## src/rtl/sram_ctrl_pkg.sv

```systemverilog
`timescale 1ns/1ps
package sram_ctrl_pkg;

  typedef enum logic [2:0] {
    ST_IDLE   = 3'd0,
    ST_SLEEP  = 3'd1,
    ST_WAKE   = 3'd2,
    ST_RD     = 3'd3,
    ST_WSET   = 3'd4,
    ST_WPULSE = 3'd5,
    ST_REC    = 3'd6
  } seq_state_t;

  // ceiling of a time over the clock period
  function automatic int unsigned ns_to_cyc(input int unsigned ns, input int unsigned per);
    return (ns + per - 1) / per;
  endfunction

  function automatic int unsigned max2(input int unsigned a, input int unsigned b);
    return (a > b) ? a : b;
  endfunction

  function automatic int unsigned rd_cycles(input int unsigned rc, input int unsigned per);
    return max2(ns_to_cyc(rc, per), 1);
  endfunction

  function automatic int unsigned turn_cycles(input int unsigned hz, input int unsigned per);
    return max2(ns_to_cyc(hz, per), 1);
  endfunction

  // pulse must cover both the minimum width and turn-off plus data setup
  function automatic int unsigned we_cycles(input int unsigned wp, input int unsigned dw,
                                            input int unsigned hz, input int unsigned per);
    return max2(ns_to_cyc(wp, per), turn_cycles(hz, per) + max2(ns_to_cyc(dw, per), 1));
  endfunction

  // deselected tail: bus float time, and whatever the write cycle still needs
  function automatic int unsigned rec_cycles(input int unsigned wc, input int unsigned hz,
                                             input int unsigned we, input int unsigned per);
    int unsigned wc_c;
    int unsigned tail;
    wc_c = ns_to_cyc(wc, per);
    tail = (wc_c > we + 1) ? (wc_c - we - 1) : 0;
    return max2(max2(turn_cycles(hz, per), tail), 1);
  endfunction

endpackage

```

## src/rtl/sram_phase_timer.sv

```systemverilog
`timescale 1ns/1ps
module sram_phase_timer #(
  parameter int unsigned CW = 5
) (
  input  logic          clk,
  input  logic          rst_n,
  input  logic          clr,
  output logic [CW-1:0] cnt
);
  always_ff @(posedge clk or negedge rst_n) begin
    if (!rst_n)      cnt <= '0;
    else if (clr)    cnt <= '0;
    else if (~&cnt)  cnt <= cnt + 1'b1;
  end
endmodule

```

## src/rtl/sram_seq_fsm.sv

```systemverilog
`timescale 1ns/1ps
module sram_seq_fsm
  import sram_ctrl_pkg::*;
#(
  parameter int unsigned RD_CYC   = 18,
  parameter int unsigned WE_CYC   = 15,
  parameter int unsigned TURN_CYC = 7,
  parameter int unsigned REC_CYC  = 7,
  parameter int unsigned CW       = 5
) (
  input  logic          clk,
  input  logic          rst_n,
  input  logic          req_valid,
  input  logic          req_write,
  input  logic          standby_req,
  input  logic [CW-1:0] cnt,
  output logic          timer_clr,
  output logic          ready,
  output logic          accept,
  output logic          rd_capture,
  output logic          sel_n,
  output logic          sel_hi,
  output logic          oe_n,
  output logic          we_n,
  output logic          drive
);
  seq_state_t state_q, state_d;
  logic [CW-1:0] phase_len;
  logic          phase_done;

  always_comb begin
    unique case (state_q)
      ST_RD:     phase_len = CW'(RD_CYC);
      ST_WAKE:   phase_len = CW'(RD_CYC);
      ST_WPULSE: phase_len = CW'(WE_CYC);
      ST_REC:    phase_len = CW'(REC_CYC);
      default:   phase_len = CW'(1);
    endcase
  end

  assign phase_done = (cnt == phase_len - 1'b1);
  assign ready      = (state_q == ST_IDLE) && !standby_req;
  assign accept     = ready && req_valid;
  assign rd_capture = (state_q == ST_RD) && phase_done;

  always_comb begin
    state_d = state_q;
    unique case (state_q)
      ST_IDLE: begin
        if (standby_req)    state_d = ST_SLEEP;
        else if (req_valid) state_d = req_write ? ST_WSET : ST_RD;
      end
      ST_SLEEP:  if (!standby_req) state_d = ST_WAKE;
      ST_WAKE:   if (phase_done)   state_d = ST_IDLE;
      ST_RD:     if (phase_done)   state_d = ST_REC;
      ST_WSET:                     state_d = ST_WPULSE;
      ST_WPULSE: if (phase_done)   state_d = ST_REC;
      ST_REC:    if (phase_done)   state_d = ST_IDLE;
      default:                     state_d = ST_IDLE;
    endcase
  end

  assign timer_clr = (state_d != state_q);

  always_ff @(posedge clk or negedge rst_n) begin
    if (!rst_n) state_q <= ST_IDLE;
    else        state_q <= state_d;
  end

  assign sel_n  = !((state_q == ST_RD) || (state_q == ST_WSET) || (state_q == ST_WPULSE));
  assign sel_hi = (state_q != ST_SLEEP);
  assign oe_n   = (state_q != ST_RD);
  assign we_n   = (state_q != ST_WPULSE);
  assign drive  = (state_q == ST_WPULSE) && (cnt >= CW'(TURN_CYC));
endmodule

```

## src/rtl/sram_dq_path.sv

```systemverilog
`timescale 1ns/1ps
module sram_dq_path #(
  parameter int unsigned ADDR_W = 13,
  parameter int unsigned DATA_W = 8
) (
  input  logic              clk,
  input  logic              rst_n,
  input  logic              accept,
  input  logic              rd_capture,
  input  logic [ADDR_W-1:0] req_addr,
  input  logic [DATA_W-1:0] req_wdata,
  input  logic [DATA_W-1:0] ram_dq_in,
  output logic [ADDR_W-1:0] addr_q,
  output logic [DATA_W-1:0] wdata_q,
  output logic [DATA_W-1:0] rdata_q,
  output logic              rvalid_q
);
  always_ff @(posedge clk or negedge rst_n) begin
    if (!rst_n) begin
      addr_q  <= '0;
      wdata_q <= '0;
    end else if (accept) begin
      addr_q  <= req_addr;
      wdata_q <= req_wdata;
    end
  end

  always_ff @(posedge clk or negedge rst_n) begin
    if (!rst_n) begin
      rdata_q  <= '0;
      rvalid_q <= 1'b0;
    end else begin
      rvalid_q <= rd_capture;
      if (rd_capture) rdata_q <= ram_dq_in;
    end
  end
endmodule

```

## src/rtl/sram_strobe_ctrl.sv

```systemverilog
`timescale 1ns/1ps
module sram_strobe_ctrl
  import sram_ctrl_pkg::*;
#(
  parameter int unsigned ADDR_W  = 13,
  parameter int unsigned DATA_W  = 8,
  parameter int unsigned CLK_NS  = 4,
  parameter int unsigned T_RC_NS = 70,
  parameter int unsigned T_WC_NS = 70,
  parameter int unsigned T_WP_NS = 50,
  parameter int unsigned T_DW_NS = 30,
  parameter int unsigned T_HZ_NS = 25
) (
  input  logic              clk,
  input  logic              rst_n,
  input  logic              req_valid,
  output logic              req_ready,
  input  logic              req_write,
  input  logic [ADDR_W-1:0] req_addr,
  input  logic [DATA_W-1:0] req_wdata,
  input  logic              standby_req,
  output logic              rsp_valid,
  output logic [DATA_W-1:0] rsp_rdata,
  output logic [ADDR_W-1:0] ram_addr,
  output logic              ram_ce_n,
  output logic              ram_ce,
  output logic              ram_oe_n,
  output logic              ram_we_n,
  output logic [DATA_W-1:0] ram_dq_out,
  output logic              ram_dq_drive,
  input  logic [DATA_W-1:0] ram_dq_in
);
  localparam int unsigned RD_CYC   = rd_cycles(T_RC_NS, CLK_NS);
  localparam int unsigned TURN_CYC = turn_cycles(T_HZ_NS, CLK_NS);
  localparam int unsigned WE_CYC   = we_cycles(T_WP_NS, T_DW_NS, T_HZ_NS, CLK_NS);
  localparam int unsigned REC_CYC  = rec_cycles(T_WC_NS, T_HZ_NS, WE_CYC, CLK_NS);
  localparam int unsigned MAX_CYC  = max2(max2(RD_CYC, WE_CYC), REC_CYC);
  localparam int unsigned CW       = $clog2(MAX_CYC + 1);

  logic [CW-1:0] phase_cnt;
  logic          timer_clr;
  logic          accept;
  logic          rd_capture;

  sram_phase_timer #(.CW(CW)) u_timer (
    .clk   (clk),
    .rst_n (rst_n),
    .clr   (timer_clr),
    .cnt   (phase_cnt)
  );

  sram_seq_fsm #(
    .RD_CYC(RD_CYC), .WE_CYC(WE_CYC), .TURN_CYC(TURN_CYC),
    .REC_CYC(REC_CYC), .CW(CW)
  ) u_fsm (
    .clk         (clk),
    .rst_n       (rst_n),
    .req_valid   (req_valid),
    .req_write   (req_write),
    .standby_req (standby_req),
    .cnt         (phase_cnt),
    .timer_clr   (timer_clr),
    .ready       (req_ready),
    .accept      (accept),
    .rd_capture  (rd_capture),
    .sel_n       (ram_ce_n),
    .sel_hi      (ram_ce),
    .oe_n        (ram_oe_n),
    .we_n        (ram_we_n),
    .drive       (ram_dq_drive)
  );

  sram_dq_path #(.ADDR_W(ADDR_W), .DATA_W(DATA_W)) u_dq (
    .clk        (clk),
    .rst_n      (rst_n),
    .accept     (accept),
    .rd_capture (rd_capture),
    .req_addr   (req_addr),
    .req_wdata  (req_wdata),
    .ram_dq_in  (ram_dq_in),
    .addr_q     (ram_addr),
    .wdata_q    (ram_dq_out),
    .rdata_q    (rsp_rdata),
    .rvalid_q   (rsp_valid)
  );
endmodule

```

## config.mk

```make
export PLATFORM = sky130hd
export DESIGN_NAME = sram_strobe_ctrl
export DESIGN_NICKNAME = d
export VERILOG_FILES = /design/src/rtl/sram_ctrl_pkg.sv /design/src/rtl/sram_phase_timer.sv /design/src/rtl/sram_seq_fsm.sv /design/src/rtl/sram_dq_path.sv /design/src/rtl/sram_strobe_ctrl.sv
export SDC_FILE = /design/constraint.sdc
export NUM_CORES = 1
export LEC_CHECK = 0
export BUFFER_PORTS_ARGS = -buffer_cell sky130_fd_sc_hd__buf_2
export CAP_MARGIN = 20
export CORE_MARGIN = 5
export CORE_UTILIZATION = 30
export DETAILED_ROUTE_END_ITERATION = 10
export PLACE_DENSITY_LB_ADDON = 0.08
export SLEW_MARGIN = 20
export SYNTH_ARGS = -nofsm -noshare
export SYNTH_HDL_FRONTEND = slang
export SYNTH_SLANG_ARGS = --single-unit
export TNS_END_PERCENT = 30
```

## constraint.sdc

```tcl
create_clock -name clk -period 2.5 [get_ports clk]
set_clock_uncertainty 0.15 [all_clocks]
set_input_delay 0.625 -clock clk [delete_from_list [all_inputs] [get_ports clk]]
set_output_delay 0.625 -clock clk [all_outputs]
set_load 0.01 [all_outputs]
```

==> run metrics <==
Ant. Diodes 0; TritonCTS clock tree yes; critical path class flop to flop; CP Capture Point u_dq.rdata_q[2]; drt via density 4.75; Reg2Reg Setup Slack 220 ps; Pleak 0.00116 uW; Main synth FF type dfrtp_1; Hold Crit Class input port to asynchronous set/reset pin; worst vdd ir 0.515 mV; status finished clean; grt ovf 0; CTS buffer count 5; Site Rows 28; Finished Core Util 39.6%; Req. time, crit path 2520 ps; pin count of the biggest net entering global routing 26; post-route clock period utilization 91.4%; total core area 5890 sq um; Mapped Nets 174; Synth async-reset ratio 100%; crit end category flop; pwr dens 1190 nW/um^2; first-pass GRT wire length 6350 um; r2r worst-path depth 5; MaxCap Viol Count 0; sequential area share after synthesis 52.4%; Root Driver clkbuf_8; aggregate routed wire length 4090 um; Initial Util 30.8%; GRT Overall Usage 10.6%; pre-CTS setup slack 223 ps; die area 7700 sq um; worst path arrival time 2300 ps; via count 1364; GPL Wtd Cong 0.812; TritonRoute pass-1 iters 5; final-report setup violation count 0; clk_lat worst skew 280 ps; number of global-route vias before repair 1399; Post-DP HPWL 3180 um; H-tree Lvls 2; Port Buffers 69; Post-synth EDFFs 0; RSZ-0062 raised after global routing no; post-CTS setup buffer count 0; cts hold-fix bufs 0; Worst-path clk slew 70 ps; #FFs+latches synth 38; area of the mapped netlist 1810 sq um; Die H 87.8 um; ANT nets after route 0; area growth from synthesis to layout 28.4%; CP startpoint u_fsm.state_q[1]; Clock Sinks 38; Fmax achieved 438 MHz; setup ws final 216 ps; r2r endpoint u_dq.rdata_q[2]; fraction of layout instances using a drive strength above 1 54.2%; 1st-iter DRT viols 21; # IOs 70; CP Launch Type flop; measured slew at the worst slew-check pin 739 ps; DRC Markers 0; clk buf depth 2; Post-Synthesis Cells 138; count of different cell masters after synthesis 36; setup TNS 0 ps; die width 87.8 um; final hold violations 0; Mean Syn Cell Area 13.1 sq um; Rel. slew slack 50.6%; reg2reg start u_fsm.state_q[1]; antenna violations before repair 0; Tmin final 2280 ps; Yosys Warn Count 0; fin. max-slew vios 0; nets@finish 247; CP max FO 15; routed len/inst 14.2 um
==> cell usage after synthesis, drive strengths merged, types with 3 or more instances <==
library cell	count	area [sq um]
a21oi	7	35.0
buf	7	46.3
dfrtp	38	951
inv	5	18.8
mux2	29	357
mux2i	3	30.0
nand2	3	11.3
nand3	3	15.0
nand3b	5	37.5
nor2	9	50.1
o21ai	3	15.0
==> worst min-delay path by stage <==
stage,slack (ps),to,depth (start not counted)
after floorplan,180,u_dq.addr_q[0],0
after global placement,340,u_dq.addr_q[9],1
after detailed placement,340,u_dq.rdata_q[6],1
after CTS,190,u_dq.wdata_q[6],1
after global routing,220,u_dq.rvalid_q,1
final,180,u_dq.rdata_q[7],1
==> layout make-up <==
cell class                      count  area (sq um)
Tap cell                           75          93.8
Fill cell                         587          3560
Multi-Input combinational cell     88           798
Sequential cell                    38           952
Timing Repair Buffer               73           375
Inverter                            5          18.8
Clock inverter                      1          5.00
Clock buffer                        7          86.3
==> layer usage <==
metal / vias to the layer above / wire length [um] / GRT usage [%] / part of all wire (%)
met2: 45 / 2100 / 18.6 / 51
met1: 676 / 1650 / 11.5 / 40
met3: 4 / 306 / 4.61 / 7.5
met4: 0 / 37 / 2.93 / 0.91
met5: - / 0 / 0 / 0
li1: 639 / - / - / -
==> where the power goes <==
group / total (uW) / switching, uW / internal (uW)
clock network: 417 / 195 / 222
logic: 1210 / 581 / 629
registers: 1150 / 253 / 896
==> critical path, cell delays in order (launching register included) <==
cell	delay (ps)
dfrtp_1	610
inv_1	210
nor4b_2	410
o32ai_4	210
nor2_8	250
mux2_4	330
==> cells in the final DEF, fill, tap and decap left out, types with 2 or more instances in the layout <==
master,Yosys,layout
a21oi_1,7,7
and3_1,2,2
buf_2,4,69
buf_4,2,4
clkbuf_8,0,6
dfrtp_1,38,37
ha_1,2,2
inv_1,5,5
mux2_2,21,21
mux2_4,8,8
mux2i_1,3,3
nand2_1,3,3
nand3_1,3,3
nand3b_1,5,5
nor2_1,8,8
nor3_1,2,2
nor4_1,2,2
o21ai_0,3,3
xor2_1,2,2
==> state kept, by name, summed over array words and instances, names as in the netlist <==
name / flops
u_dq.addr_q: 13
u_timer.cnt: 5
u_dq.rdata_q: 8
u_fsm.state_q: 3
u_dq.rvalid_q: 1
u_dq.wdata_q: 8
==> stage by stage <==
| stage | std cells | power (uW) | cell area [sq um] | hold WS (ps) |
|---|---|---|---|---|
| 2_1_floorplan | 138 | 1960 | 1810 | 179 |
| 3_3_place_gp | 279 | 2370 | 2240 | 336 |
| 3_5_place_dp | 279 | 2390 | 2240 | 342 |
| 4_1_cts | 287 | 2830 | 2330 | 193 |
| 5_1_grt | 287 | 2970 | 2330 | 218 |
| 6_report | 287 | 2780 | 2330 | 175 |
==> what timing repair did <==
item | in CTS | in global routing
gates resized for setup | 0 | 1
hold endpoints to repair | 0 | 0
setup endpoints to repair | 0 | 1
==> cell families after synthesis <==
kind of cell             count (synthesis)  share of synthesized area, %
XOR/XNOR                                 3                          1.45
adder cells (fa/ha/maj)                  2                          1.38
AND/OR/NAND/NOR                         30                          10.3
buffers and inverters                   12                          3.59
AO/OA/AOI/OAI                           21                          9.52
multiplexers                            32                          21.3
flip-flops                              38                          52.4
Power figures use the tool's default switching activity.
